### src/rtl/tgen_pkg.sv
package tgen_pkg;

  typedef enum logic [1:0] {
    ST_IDLE  = 2'd0,
    ST_WRITE = 2'd1,
    ST_READ  = 2'd2,
    ST_DONE  = 2'd3
  } tgen_state_e;

  localparam logic [1:0] BURST_INCR = 2'b01;

  // Test word for one beat: marker byte, transaction byte, beat index
  function automatic logic [31:0] beat_pattern(int txn, int beat);
    return {8'hA5, 8'(txn), 16'(beat)};
  endfunction

  // AxSIZE code for a beat of the given byte count
  function automatic logic [2:0] size_code(int bytes);
    return 3'($clog2(bytes));
  endfunction

  // Start address of transaction n
  function automatic logic [63:0] txn_addr(logic [63:0] base, int txn, int burst_bytes);
    return base + 64'(txn) * 64'(burst_bytes);
  endfunction

  // Response bit 1 marks slave or decode error
  function automatic logic resp_is_error(logic [1:0] resp);
    return resp[1];
  endfunction

endpackage

### src/rtl/tgen_wr_chan.sv
module tgen_wr_chan #(
  parameter int ADDR_W    = 32,
  parameter int DATA_W    = 32,
  parameter int BURST_LEN = 4,
  parameter int TXN_W     = 2
) (
  input  logic                clk,
  input  logic                rst_n,
  input  logic                go,
  input  logic [TXN_W-1:0]    txn,
  input  logic [ADDR_W-1:0]   addr_in,
  output logic [ADDR_W-1:0]   awaddr,
  output logic [7:0]          awlen,
  output logic [2:0]          awsize,
  output logic [1:0]          awburst,
  output logic                awvalid,
  input  logic                awready,
  output logic [DATA_W-1:0]   wdata,
  output logic [DATA_W/8-1:0] wstrb,
  output logic                wlast,
  output logic                wvalid,
  input  logic                wready,
  input  logic [1:0]          bresp,
  input  logic                bvalid,
  output logic                bready,
  output logic                burst_end,
  output logic                resp_err
);
  import tgen_pkg::*;

  localparam int BEAT_W = (BURST_LEN > 1) ? $clog2(BURST_LEN) : 1;
  localparam logic [BEAT_W-1:0] LAST_IDX = BEAT_W'(BURST_LEN - 1);
  localparam logic [BEAT_W-1:0] PEN_IDX  = BEAT_W'(BURST_LEN - 2);

  logic [BEAT_W-1:0] wbeat;
  logic aw_hs, w_hs;

  assign aw_hs     = awvalid && awready;
  assign w_hs      = wvalid && wready;
  assign burst_end = bvalid && bready;
  assign resp_err  = burst_end && resp_is_error(bresp);

  assign awlen   = 8'(BURST_LEN - 1);
  assign awsize  = size_code(DATA_W / 8);
  assign awburst = BURST_INCR;
  assign wstrb   = '1;
  assign wdata   = DATA_W'(beat_pattern(int'(txn), int'(wbeat)));

  always_ff @(posedge clk or negedge rst_n) begin
    if (!rst_n) begin
      awvalid <= 1'b0;
      awaddr  <= '0;
      wvalid  <= 1'b0;
      wlast   <= 1'b0;
      wbeat   <= '0;
      bready  <= 1'b0;
    end else if (go) begin
      awvalid <= 1'b1;
      awaddr  <= addr_in;
      wvalid  <= 1'b1;
      wbeat   <= '0;
      wlast   <= (BURST_LEN == 1);
      bready  <= 1'b1;
    end else begin
      if (aw_hs) awvalid <= 1'b0;
      if (w_hs) begin
        if (wlast) begin
          wvalid <= 1'b0;
          wlast  <= 1'b0;
        end else begin
          wbeat <= wbeat + 1'b1;
          wlast <= (wbeat == PEN_IDX);
        end
      end
      if (burst_end) bready <= 1'b0;
    end
  end

  assert_aw_hold_R3: assert property (@(posedge clk) disable iff (!rst_n)
    awvalid && !awready |=> awvalid && $stable(awaddr));
  assert_w_hold_R4: assert property (@(posedge clk) disable iff (!rst_n)
    wvalid && !wready |=> wvalid && $stable(wdata) && $stable(wlast));
  assert_wlast_index_R4: assert property (@(posedge clk) disable iff (!rst_n)
    wvalid && wlast |-> wbeat == LAST_IDX);
  assert_bready_held_R6: assert property (@(posedge clk) disable iff (!rst_n)
    (awvalid || wvalid) |-> bready);

endmodule

### src/rtl/tgen_rd_chan.sv
module tgen_rd_chan #(
  parameter int ADDR_W    = 32,
  parameter int DATA_W    = 32,
  parameter int BURST_LEN = 4,
  parameter int TXN_W     = 2
) (
  input  logic              clk,
  input  logic              rst_n,
  input  logic              go,
  input  logic [TXN_W-1:0]  txn,
  input  logic [ADDR_W-1:0] addr_in,
  output logic [ADDR_W-1:0] araddr,
  output logic [7:0]        arlen,
  output logic [2:0]        arsize,
  output logic [1:0]        arburst,
  output logic              arvalid,
  input  logic              arready,
  input  logic [DATA_W-1:0] rdata,
  input  logic [1:0]        rresp,
  input  logic              rlast,
  input  logic              rvalid,
  output logic              rready,
  output logic              burst_end,
  output logic              beat_err
);
  import tgen_pkg::*;

  localparam int BEAT_W = (BURST_LEN > 1) ? $clog2(BURST_LEN) : 1;

  logic [BEAT_W-1:0] rbeat;
  logic [DATA_W-1:0] expected;
  logic ar_hs, r_hs, data_mismatch, resp_bad;

  assign ar_hs         = arvalid && arready;
  assign r_hs          = rvalid && rready;
  assign expected      = DATA_W'(beat_pattern(int'(txn), int'(rbeat)));
  assign data_mismatch = r_hs && (rdata != expected);
  assign resp_bad      = r_hs && resp_is_error(rresp);
  assign beat_err      = data_mismatch || resp_bad;
  assign burst_end     = r_hs && rlast;

  assign arlen   = 8'(BURST_LEN - 1);
  assign arsize  = size_code(DATA_W / 8);
  assign arburst = BURST_INCR;

  always_ff @(posedge clk or negedge rst_n) begin
    if (!rst_n) begin
      arvalid <= 1'b0;
      araddr  <= '0;
      rready  <= 1'b0;
      rbeat   <= '0;
    end else if (go) begin
      arvalid <= 1'b1;
      araddr  <= addr_in;
      rready  <= 1'b1;
      rbeat   <= '0;
    end else begin
      if (ar_hs) arvalid <= 1'b0;
      if (r_hs) begin
        rbeat <= rbeat + 1'b1;
        if (rlast) rready <= 1'b0;
      end
    end
  end

  assert_ar_hold_R3: assert property (@(posedge clk) disable iff (!rst_n)
    arvalid && !arready |=> arvalid && $stable(araddr));
  assert_rready_held_R6: assert property (@(posedge clk) disable iff (!rst_n)
    arvalid |-> rready);

endmodule

### src/rtl/axi_burst_tgen.sv
module axi_burst_tgen #(
  parameter int          ADDR_W    = 32,
  parameter int          DATA_W    = 32,
  parameter int          BURST_LEN = 4,
  parameter int          NUM_TXN   = 3,
  parameter logic [63:0] BASE_ADDR = 64'h100
) (
  input  logic                clk,
  input  logic                rst_n,
  input  logic                start,
  output logic                done,
  output logic                err_write,
  output logic                err_read,
  output logic [ADDR_W-1:0]   awaddr,
  output logic [7:0]          awlen,
  output logic [2:0]          awsize,
  output logic [1:0]          awburst,
  output logic                awvalid,
  input  logic                awready,
  output logic [DATA_W-1:0]   wdata,
  output logic [DATA_W/8-1:0] wstrb,
  output logic                wlast,
  output logic                wvalid,
  input  logic                wready,
  input  logic [1:0]          bresp,
  input  logic                bvalid,
  output logic                bready,
  output logic [ADDR_W-1:0]   araddr,
  output logic [7:0]          arlen,
  output logic [2:0]          arsize,
  output logic [1:0]          arburst,
  output logic                arvalid,
  input  logic                arready,
  input  logic [DATA_W-1:0]   rdata,
  input  logic [1:0]          rresp,
  input  logic                rlast,
  input  logic                rvalid,
  output logic                rready
);
  import tgen_pkg::*;

  localparam int TXN_W       = (NUM_TXN > 1) ? $clog2(NUM_TXN) : 1;
  localparam int BURST_BYTES = BURST_LEN * (DATA_W / 8);
  localparam logic [TXN_W-1:0] LAST_TXN = TXN_W'(NUM_TXN - 1);

  tgen_state_e       state;
  logic [TXN_W-1:0]  txn;
  logic [ADDR_W-1:0] cur_addr;
  logic go_wr, go_rd, launch;
  logic wr_end, wr_err, rd_end, rd_err;
  logic wr_busy, rd_busy;

  assign launch   = start && (state == ST_IDLE || state == ST_DONE);
  assign cur_addr = ADDR_W'(txn_addr(BASE_ADDR, int'(txn), BURST_BYTES));
  assign wr_busy  = awvalid || wvalid || bready;
  assign rd_busy  = arvalid || rready;

  always_ff @(posedge clk or negedge rst_n) begin
    if (!rst_n) begin
      state     <= ST_IDLE;
      txn       <= '0;
      go_wr     <= 1'b0;
      go_rd     <= 1'b0;
      done      <= 1'b0;
      err_write <= 1'b0;
      err_read  <= 1'b0;
    end else begin
      go_wr <= 1'b0;
      go_rd <= 1'b0;
      if (wr_err) err_write <= 1'b1;
      if (rd_err) err_read  <= 1'b1;
      case (state)
        ST_IDLE, ST_DONE: begin
          if (launch) begin
            state     <= ST_WRITE;
            txn       <= '0;
            go_wr     <= 1'b1;
            done      <= 1'b0;
            err_write <= 1'b0;
            err_read  <= 1'b0;
          end
        end
        ST_WRITE: begin
          if (wr_end) begin
            if (txn == LAST_TXN) begin
              state <= ST_READ;
              txn   <= '0;
              go_rd <= 1'b1;
            end else begin
              txn   <= txn + 1'b1;
              go_wr <= 1'b1;
            end
          end
        end
        ST_READ: begin
          if (rd_end) begin
            if (txn == LAST_TXN) begin
              state <= ST_DONE;
              done  <= 1'b1;
            end else begin
              txn   <= txn + 1'b1;
              go_rd <= 1'b1;
            end
          end
        end
        default: state <= ST_IDLE;
      endcase
    end
  end

  tgen_wr_chan #(
    .ADDR_W(ADDR_W), .DATA_W(DATA_W), .BURST_LEN(BURST_LEN), .TXN_W(TXN_W)
  ) wr_chan_i (
    .clk(clk), .rst_n(rst_n), .go(go_wr), .txn(txn), .addr_in(cur_addr),
    .awaddr(awaddr), .awlen(awlen), .awsize(awsize), .awburst(awburst),
    .awvalid(awvalid), .awready(awready),
    .wdata(wdata), .wstrb(wstrb), .wlast(wlast), .wvalid(wvalid), .wready(wready),
    .bresp(bresp), .bvalid(bvalid), .bready(bready),
    .burst_end(wr_end), .resp_err(wr_err)
  );

  tgen_rd_chan #(
    .ADDR_W(ADDR_W), .DATA_W(DATA_W), .BURST_LEN(BURST_LEN), .TXN_W(TXN_W)
  ) rd_chan_i (
    .clk(clk), .rst_n(rst_n), .go(go_rd), .txn(txn), .addr_in(cur_addr),
    .araddr(araddr), .arlen(arlen), .arsize(arsize), .arburst(arburst),
    .arvalid(arvalid), .arready(arready),
    .rdata(rdata), .rresp(rresp), .rlast(rlast), .rvalid(rvalid), .rready(rready),
    .burst_end(rd_end), .beat_err(rd_err)
  );

  assert_phases_apart_R7: assert property (@(posedge clk) disable iff (!rst_n)
    !(wr_busy && rd_busy));
  assert_ar_after_writes_R7: assert property (@(posedge clk) disable iff (!rst_n)
    arvalid |-> state == ST_READ);
  assert_done_quiet_R10: assert property (@(posedge clk) disable iff (!rst_n)
    done |-> !wr_busy && !rd_busy);
  assert_txn_bound_R2: assert property (@(posedge clk) disable iff (!rst_n)
    int'(txn) < NUM_TXN);
  assert_done_holds_R10: assert property (@(posedge clk) disable iff (!rst_n)
    done && !start |=> done);

endmodule

### config.mk
export PLATFORM = sky130hd
export DESIGN_NAME = axi_burst_tgen
export DESIGN_NICKNAME = d
export VERILOG_FILES = /design/src/rtl/tgen_pkg.sv /design/src/rtl/tgen_wr_chan.sv /design/src/rtl/tgen_rd_chan.sv /design/src/rtl/axi_burst_tgen.sv
export SDC_FILE = /design/constraint.sdc
export NUM_CORES = 1
export LEC_CHECK = 0
export ABC_AREA = 1
export BUFFER_PORTS_ARGS = -buffer_cell sky130_fd_sc_hd__buf_4
export CORE_MARGIN = 1
export CORE_UTILIZATION = 50
export DETAILED_ROUTE_END_ITERATION = 6
export PLACE_DENSITY = 0.81
export SLEW_MARGIN = 30
export SYNTH_ARGS = -nofsm -noshare
export SYNTH_HDL_FRONTEND = slang
export SYNTH_HIERARCHICAL = 1
export SYNTH_SLANG_ARGS = --single-unit
### constraint.sdc
create_clock -name clk -period 1.7 [get_ports clk]
set_clock_uncertainty 0.2 [all_clocks]
set_input_delay 0.085 -clock clk [delete_from_list [all_inputs] [get_ports clk]]
set_output_delay 0.085 -clock clk [all_outputs]
set_load 0.02 [all_outputs]
==> results of run 1 <==
==> logic make-up (layout without fill, tap and decap cells) <==
kind of cell    Yosys count  after routing  synth area share
simple gates            286            286             0.280
buf+inv                 105            179             0.166
flops                    83             83             0.497
compound gates           16             16            0.0204
fa+ha+maj                 9              9            0.0269
other cells               6            118           0.00539
xor+xnor                  2              2           0.00419
==> worst max-delay path, delay by kind of cell, from the launching register on <==
family,cells,cell delay (ns)
simple gates,4,0.35
fa+ha+maj,1,0.26
buf+inv,1,0.15
compound gates,1,0.08
flops,1,0.48
==> per-stage QoR <==
stage / worst slack, ns / total power, mW / hold slack [ns]
2_1_floorplan: 0.253 / 6.31 / -0.411
3_3_place_gp: 0.152 / 7.76 / -0.140
3_5_place_dp: 0.0704 / 7.97 / -0.136
4_1_cts: 0.0677 / 9.73 / 0.0266
5_1_grt: 0.00475 / 10.4 / 0.0722
6_report: 0.118 / 9.67 / 0.0154
==> synth_stat cells <==
cell type  number
nor2_1         30
nand2_4         3
nand2_2        14
inv_1          26
buf_2           5
buf_4          64
nor2_4          2
buf_6           5
conb_1          6
inv_2           2
dfrtp_1        83
ha_1            9
nor2_2          2
nand4_1         1
nor3b_1         1
o21ai_0         4
inv_4           2
o21bai_1        2
nand3_1        11
a21oi_1         6
xnor2_1         1
o21ai_1         4
buf_8           1
xor2_1          1
nand2_1       222
==> per-layer routing <==
layer / vias to the layer above / track usage / share of wire
met4: 0 / 0.0641 / 0.0089
met2: 99 / 0.393 / 0.52
met1: 1571 / 0.252 / 0.41
met5: - / 0 / 0
li1: 1696 / - / -
met3: 8 / 0.0472 / 0.060
==> worst min-delay path by stage <==
| stage | startpoint | to | slack [ns] | depth (start not counted) |
|---|---|---|---|---|
| after floorplan | rst_n | done | -0.41 | 0 |
| after global placement | rst_n | wr_chan_i/awaddr[25] | -0.14 | 1 |
| after detailed placement | rst_n | wr_chan_i/awaddr[27] | -0.14 | 1 |
| after CTS | rst_n | wr_chan_i/awaddr[27] | 0.03 | 2 |
| after global routing | rst_n | wr_chan_i/awaddr[27] | 0.07 | 2 |
| final | rst_n | wr_chan_i/awaddr[27] | 0.02 | 2 |
==> power by group through the flow <==
stage / registers, mW / clock network (mW) / logic (mW)
floorplan: 4.31 / 0 / 2.01
global placement: 3.40 / 0 / 4.36
detailed placement: 3.46 / 0 / 4.51
CTS: 3.43 / 1.77 / 4.53
global route: 3.54 / 1.84 / 4.98
finish: 3.42 / 1.72 / 4.52
==> layout make-up <==
type | count | area [µm²]
tap | 102 | 128
clock inverter | 6 | 111
fill | 632 | 2450
timing repair buffer | 133 | 1030
inverter | 30 | 118
clock buffer | 10 | 138
multi-input combinational | 431 | 1830
sequential | 83 | 2080
==> state kept, by name (all words and copies together), names as in the netlist <==
| signal | cells |
|---|---|
| done | 1 |
| err_read | 1 |
| err_write | 1 |
| go_rd | 1 |
| go_wr | 1 |
| rd_chan_i/araddr | 32 |
| rd_chan_i/arvalid | 1 |
| rd_chan_i/rbeat | 2 |
| rd_chan_i/rready | 1 |
| state | 2 |
| txn | 2 |
| wr_chan_i/awaddr | 32 |
| wr_chan_i/awvalid | 1 |
| wr_chan_i/bready | 1 |
| wr_chan_i/wbeat | 2 |
| wr_chan_i/wlast | 1 |
| wr_chan_i/wvalid | 1 |
==> timing repair <==
| action | CTS | global route |
|---|---|---|
| hold endpoints to repair | 98 | 0 |
| hold buffers | 9 | 0 |
| resized for setup | 0 | 1 |
| setup endpoints to repair | 0 | 1 |
==> results_dict.tcl, run 1 <==
set metrics [dict create \
    cts_tree "done" \
    fmax_ghz 0.632 \
    layout_commonest_cell "nand2_1" \
    reg2reg_from "txn[0]" \
    drive_above_1_share 0.240 \
    setup_viol 0 \
    critPathSlowestCell "dfrtp_1" \
    max_cap_viol_count 0 \
    cts.sinks 83 \
    netlist.area_leader.share 0.497 \
    postSynthCellCount 507 \
    numCtsBuffers 9 \
    vias 3374 \
    core_mm2 0.00789 \
    required_ns 1.76 \
    p_int_mw 5.62 \
    sequentialPowerShare 0.354 \
    cp-start-kind "register" \
    synth-seq-area-share 0.497 \
    fin_crit_sh 0.931 \
    grt_max_degree 38 \
    setup.worst_path.start "txn[0]" \
    pwr-share-clk 0.178 \
    grt_pass1_wl_um 14700 \
    n_antenna_cell 0 \
    syn_area_per_cell_um2 8.25 \
    nNetsFinal 742 \
    grt_usage 0.216 \
    design_area_mm2 0.00544 \
    tns_ns 0 \
    placed_cell_area_mm2 0.00509 \
    drcViolationCount 0 \
    irDropWorstVdd_v 0.000903 \
    rsz0062_at_grt "false" \
    antenna_found_initial 0 \
    rrSetupSlack_ns 0.12 \
    clock_tree.htree_level_count 3 \
    maxSlewViolCount 0 \
    dpl.hpwl_um 6610 \
    cp-end-kind "register" \
    place_inst 770 \
    synth_cell_type_count 25 \
    arrival_ns 1.64 \
    crit_path_cell_trace "inv_1 > ha_1 > nand2_2 > nand2_4 > nor2_4 > nand2_1 > o21ai_1" \
    rows 32 \
    final_util 0.689 \
    swShare 0.419 \
    crit_path_max_fanout 7 \
    start_util 0.530 \
    post-cts-setup-buffer-count 0 \
    syn_area_mm2 0.00418 \
    grt_pass1_vias 3276 \
    combPwrFrac 0.468 \
    gp_congestion 0.748 \
    drt-total-wl_um 8960 \
    cts_buffer_depth 2 \
    overflow 0 \
    ctsRootBufferMaster "clkbuf_8" \
    clkLatencyLatePin_ns 0.33 \
    status "completed" \
    cp_slowest_stage_delay_ns 0.48 \
    post_layout_nonfiller_instances 795 \
    die_y_um 93.4 \
    hold_violations 0 \
    drtIter0Drc 81 \
    timing.rr.end "txn[1]" \
    p_sw_mw 4.05 \
    firstDrtPassIters 4 \
    area_growth_pct 30.1 \
    synth_seq_cells 83 \
    period_minus_slack_ns 1.58 \
    path_clk_slew_ns 0.09 \
    ioPinCount 180 \
    synth_warnings 6 \
    final_cell_mix "222 x nand2_1, 123 x buf_4, 118 x conb_1" \
    die_w_um 93.4 \
    reg2reg_depth 7 \
    synth.top_cells.by_area "dfrtp_1 50%, nand2_1 20%, buf_4 11%" \
    ant_nets 0 \
    die_area_mm2 0.00873 \
    path_class "reg2reg" \
    portBuffers 119 \
    wl_per_cell_um 11.3 \
    viasPerCell 4.24 \
    yosysTopAreaCell "dfrtp_1" \
    leakagePower_nw 3.09 \
    power.density_mw_per_mm2 1780 \
    min_path_type "in2async" \
    timing.critical_path.to "txn[1]" \
]
No activity file was read; power rests on OpenSTA's default activity.
==> run 2, diff against run 1 <==
--- a/config.mk
+++ b/config.mk
@@ -8,9 +8,9 @@
 export ABC_AREA = 1
 export BUFFER_PORTS_ARGS = -buffer_cell sky130_fd_sc_hd__buf_4
 export CORE_MARGIN = 1
-export CORE_UTILIZATION = 50
+export CORE_UTILIZATION = 40
 export DETAILED_ROUTE_END_ITERATION = 6
-export PLACE_DENSITY = 0.81
+export PLACE_DENSITY = 0.67
 export SLEW_MARGIN = 30
 export SYNTH_ARGS = -nofsm -noshare
 export SYNTH_HDL_FRONTEND = slang
==> run 2 against run 1 <==
Net effect: worst setup slack worse by 0.0020 ns; combinational power hardly changed; maximum frequency is 0.12% lower; clock-buffer cell count is 1 higher; largest power group unchanged; register-to-register slack hardly changed; via count is 1.0% lower.
==> results_dict.tcl, run 2 (synthesized netlist as in run 1, its figures left out) <==
set metrics [dict create \
    status "completed" \
    cts_tree "done" \
    drive_above_1_share 0.240 \
    n_antenna_cell 0 \
    grt_usage 0.174 \
    placed_cell_area_mm2 0.00515 \
    viasPerCell 4.03 \
    drcViolationCount 0 \
    firstDrtPassIters 4 \
    path_clk_slew_ns 0.09 \
    fmax_ghz 0.631 \
    nNetsFinal 745 \
    clkLatencyLatePin_ns 0.35 \
    tightest_slew_ns 0.580 \
    cts.sinks 83 \
    rsz0062_at_grt "false" \
    rows 36 \
    timing.rr.end "txn[1]" \
    area_growth_pct 31.0 \
    wl_per_cell_um 10.7 \
    gp_congestion 0.801 \
    grt_max_degree 38 \
    clock_tree.htree_level_count 3 \
    power.density_mw_per_mm2 1740 \
    max_cap_viol_count 0 \
    drtIter0Drc 89 \
    antenna_found_initial 0 \
    die_y_um 104 \
    hold_violations 0 \
    path_class "reg2reg" \
    relSlewSlack 0.612 \
    cts_buffer_depth 2 \
    grt_pass1_vias 3275 \
    irDropWorstVdd_v 0.000710 \
    reg2reg_depth 7 \
    crit_path_max_fanout 7 \
    dpl.hpwl_um 6570 \
    fin_crit_sh 0.932 \
    fin_ws_ns 0.116 \
    cp-start-kind "register" \
    die_area_mm2 0.0109 \
    start_util 0.420 \
    die_w_um 104 \
    top_regs "rd_chan_i/araddr x32, wr_chan_i/awaddr x32" \
    ioPinCount 180 \
    place_inst 803 \
    dp_slack_ns 0.0806 \
    final_cell_mix "222 x nand2_1, 125 x buf_4, 118 x conb_1" \
    rrSetupSlack_ns 0.12 \
    setup.worst_path.start "txn[0]" \
    numCtsBuffers 9 \
    post_layout_nonfiller_instances 829 \
    design_area_mm2 0.00548 \
    whs_ns 0.0657 \
    overflow 0 \
    grt_pass1_wl_um 15000 \
    reg2reg_from "txn[0]" \
    drt-total-wl_um 8900 \
    tns_ns 0 \
    min_path_type "in2async" \
    layout_commonest_cell "nand2_1" \
    setup_viol 0 \
    ctsRootBufferMaster "clkbuf_8" \
    required_ns 1.77 \
    cp-end-kind "register" \
    leakagePower_nw 3.09 \
    core_mm2 0.00995 \
    maxSlewViolCount 0 \
    period_minus_slack_ns 1.58 \
    arrival_ns 1.65 \
    vias 3339 \
    portBuffers 119 \
    ant_nets 0 \
]
==> run 2: area by class of cell <==
class                   count  area (µm²)
fillers                   940        4480
inverters                  30         118
clock inverters             5        85.1
multi-input cells         431        1830
flip-flops and latches     83        2080
well taps                 133         166
clock buffers              11         141
repair buffers            136        1060
==> run 2: worst max-delay path: stages (launching register included) <==
cell     delay, ns
dfrtp_1       0.48
inv_1         0.15
ha_1          0.26
nand2_2       0.09
nand2_4       0.06
nor2_4        0.14
nand2_1       0.07
o21ai_1       0.07
==> run 2: timing repair <==
item | in CTS | in global routing
endpoints found under the setup margin | 0 | 3
endpoints found under the hold margin | 98 | 0
gates resized for setup | 0 | 1
setup buffers | 0 | 0
hold buffers | 10 | 0
==> run 2: metal layers <==
layer | vias to the layer above | routed length [µm] | share of wire | global-route usage
li1 | 1705 | - | - | -
met1 | 1532 | 3930 | 0.44 | 0.213
met4 | 0 | 163 | 0.018 | 0.0694
met3 | 13 | 436 | 0.049 | 0.0445
met5 | - | 0 | 0 | 0
met2 | 89 | 4370 | 0.49 | 0.291
==> run 2: how the worst max path moves through the flow <==
stage,to,slack (ns)
global route,state[0],0.008
detailed placement,state[1],0.08
CTS,state[1],0.07
finish,txn[1],0.12
global placement,state[0],0.15
floorplan,state[0],0.25
==> run 2: through the flow <==
step	power, mW	utilization
2_1_floorplan	6.31	-
3_3_place_gp	7.82	0.517
3_5_place_dp	7.98	0.517
4_1_cts	9.62	0.550
5_1_grt	10.2	0.550
6_report	9.51	0.550
==> run 2: power by group <==
part           internal (mW)  switching, mW
clock network          0.877          0.714
registers               2.83          0.583
logic                   1.79           2.72
==> run 3, diff against run 2 <==
--- a/config.mk
+++ b/config.mk
@@ -10,9 +10,10 @@
 export CORE_MARGIN = 1
 export CORE_UTILIZATION = 40
 export DETAILED_ROUTE_END_ITERATION = 6
-export PLACE_DENSITY = 0.67
+export PLACE_DENSITY = 0.78
 export SLEW_MARGIN = 30
 export SYNTH_ARGS = -nofsm -noshare
 export SYNTH_HDL_FRONTEND = slang
 export SYNTH_HIERARCHICAL = 1
 export SYNTH_SLANG_ARGS = --single-unit
+export TNS_END_PERCENT = 1
==> run 3 against run 2 <==
Net effect: critical endpoint is now state[1]; sequential power is essentially flat; routed wire length shrank 2.5%; critical path depth shrank 1; global-route usage shrank 1.1 points; sequential share of layout area grew 0.30 points; clock-buffer cell count shrank 1; critical path type unchanged.
==> results_dict.tcl, run 3 (synthesized netlist as in run 1, its figures left out) <==
set metrics [dict create \
    fin_crit_sh 0.935 \
    cts_buffer_depth 2 \
    crit_path_cell_trace "inv_1 > ha_2 > nand2_2 > nand3_1 > o21bai_1 > nand2_1" \
    drive_above_1_share 0.242 \
    critPathSlowestCell "dfrtp_1" \
    period_minus_slack_ns 1.59 \
    rows 36 \
    numCtsBuffers 9 \
    reg2reg_from "state[0]" \
    grtUsageMet1 0.184 \
    cp_slowest_stage_delay_ns 0.41 \
    viasPerCell 3.99 \
    status "completed" \
    wl_per_cell_um 10.5 \
    area_growth_pct 30.1 \
    antenna_found_initial 0 \
    n_fill_cell 920 \
    leakagePower_nw 3.06 \
    cts_tree "done" \
    maxSlewViolCount 0 \
    dpl.hpwl_um 6410 \
    final-seq-area_mm2 0.00208 \
    drtIter0Drc 78 \
    final_cell_mix "222 x nand2_1, 122 x buf_4, 118 x conb_1" \
    place_inst 801 \
    portBuffers 119 \
    tns_ns 0 \
    reg2reg_depth 6 \
    setup_viol 0 \
    multi_input_area_mm2 0.00183 \
    met3_usage 0.0345 \
    required_ns 1.73 \
    overflow 0 \
    crit_path_max_fanout 6 \
    ioPinCount 180 \
    max_cap_viol_count 0 \
    rsz0062_at_grt "false" \
    min_path_type "in2reg" \
    irDropWorstVdd_v 0.000798 \
    ctsRootBufferMaster "clkbuf_8" \
    path_clk_slew_ns 0.08 \
    top_usage_layer "met2" \
    vias 3303 \
    setup.worst_path.start "state[0]" \
    grt_usage 0.163 \
    drcViolationCount 0 \
    die_area_mm2 0.0109 \
    hold_violations 0 \
    met2_usage 0.307 \
    holdPathStages 7 \
    drt-total-wl_um 8680 \
    fmax_ghz 0.629 \
    top_regs "rd_chan_i/araddr x32, wr_chan_i/awaddr x32" \
    clkLatencyLatePin_ns 0.33 \
    path_class "reg2reg" \
    dp_slack_ns 0.0933 \
    min-delay-start "rdata[30]" \
    arrival_ns 1.61 \
    post_layout_nonfiller_instances 827 \
    grt_pass1_vias 3157 \
    grt_max_degree 46 \
    nNetsFinal 743 \
    power.density_mw_per_mm2 1700 \
    start_util 0.420 \
    rrSetupSlack_ns 0.11 \
    ant_nets 0 \
    n_antenna_cell 0 \
    core_mm2 0.00995 \
    cp-end-kind "register" \
    fin_ws_ns 0.111 \
    layout_commonest_cell "nand2_1" \
    gp_congestion 0.887 \
    die_y_um 104 \
    whs_ns 0.122 \
    cts.sinks 83 \
    die_w_um 104 \
    power_mw 9.26 \
    clock_tree.htree_level_count 3 \
    grt_pass1_wl_um 14500 \
    timing.rr.end "state[1]" \
    timing.critical_path.to "state[1]" \
    cp-start-kind "register" \
    firstDrtPassIters 4 \
]
## run 3: per-stage QoR
stage               instance area, µm²   util
finish                            5440  0.546
global route                      5440  0.546
CTS                               5430  0.546
detailed placement                5150  0.517
global placement                  5150  0.517
floorplan                         4600      -
## run 3: metal layers
layer  up-vias  wire [µm]
met1      1489       3620
met2        98       4600
met3        10        381
met5         -          0
li1       1706          -
met4         0         80
## run 3: worst min path at each step
stage	endpoint	slack (ns)
final	err_read	0.12
after detailed placement	wr_chan_i/awaddr[27]	-0.20
after global routing	err_read	0.16
after floorplan	done	-0.41
after global placement	wr_chan_i/awaddr[27]	-0.22
after CTS	err_read	0.11
## run 3: worst max-delay path, delay by kind of cell (launching register included)
kind	cells	cell delay, ns
adder cells (fa/ha/maj)	1	0.33
AO/OA/AOI/OAI	1	0.15
flip-flops	1	0.41
AND/OR/NAND/NOR	3	0.28
buffers and inverters	1	0.11
## run 3: what timing repair did
item	CTS	global route
hold endpoints to repair	98	0
setup endpoints to repair	0	3
hold buffers	10	0
gates resized for setup	0	3
setup buffers	0	0
## run 3: layout make-up
class,instances,share of cell area
sequential,83,0.382
multi-input combinational,431,0.337
timing repair buffer,134,0.194
tap,133,0.0306
clock buffer,10,0.0253
inverter,30,0.0216
clock inverter,6,0.00874
## run 3: power by group
part | internal (mW) | switching (mW) | total, mW | leakage, nW
Sequential | 2.83 | 0.595 | 3.43 | 0.970
Combinational | 1.80 | 2.72 | 4.51 | 2.00
Clock | 0.584 | 0.735 | 1.32 | 0.0933
Total | 5.21 | 4.05 | 9.26 | 3.06
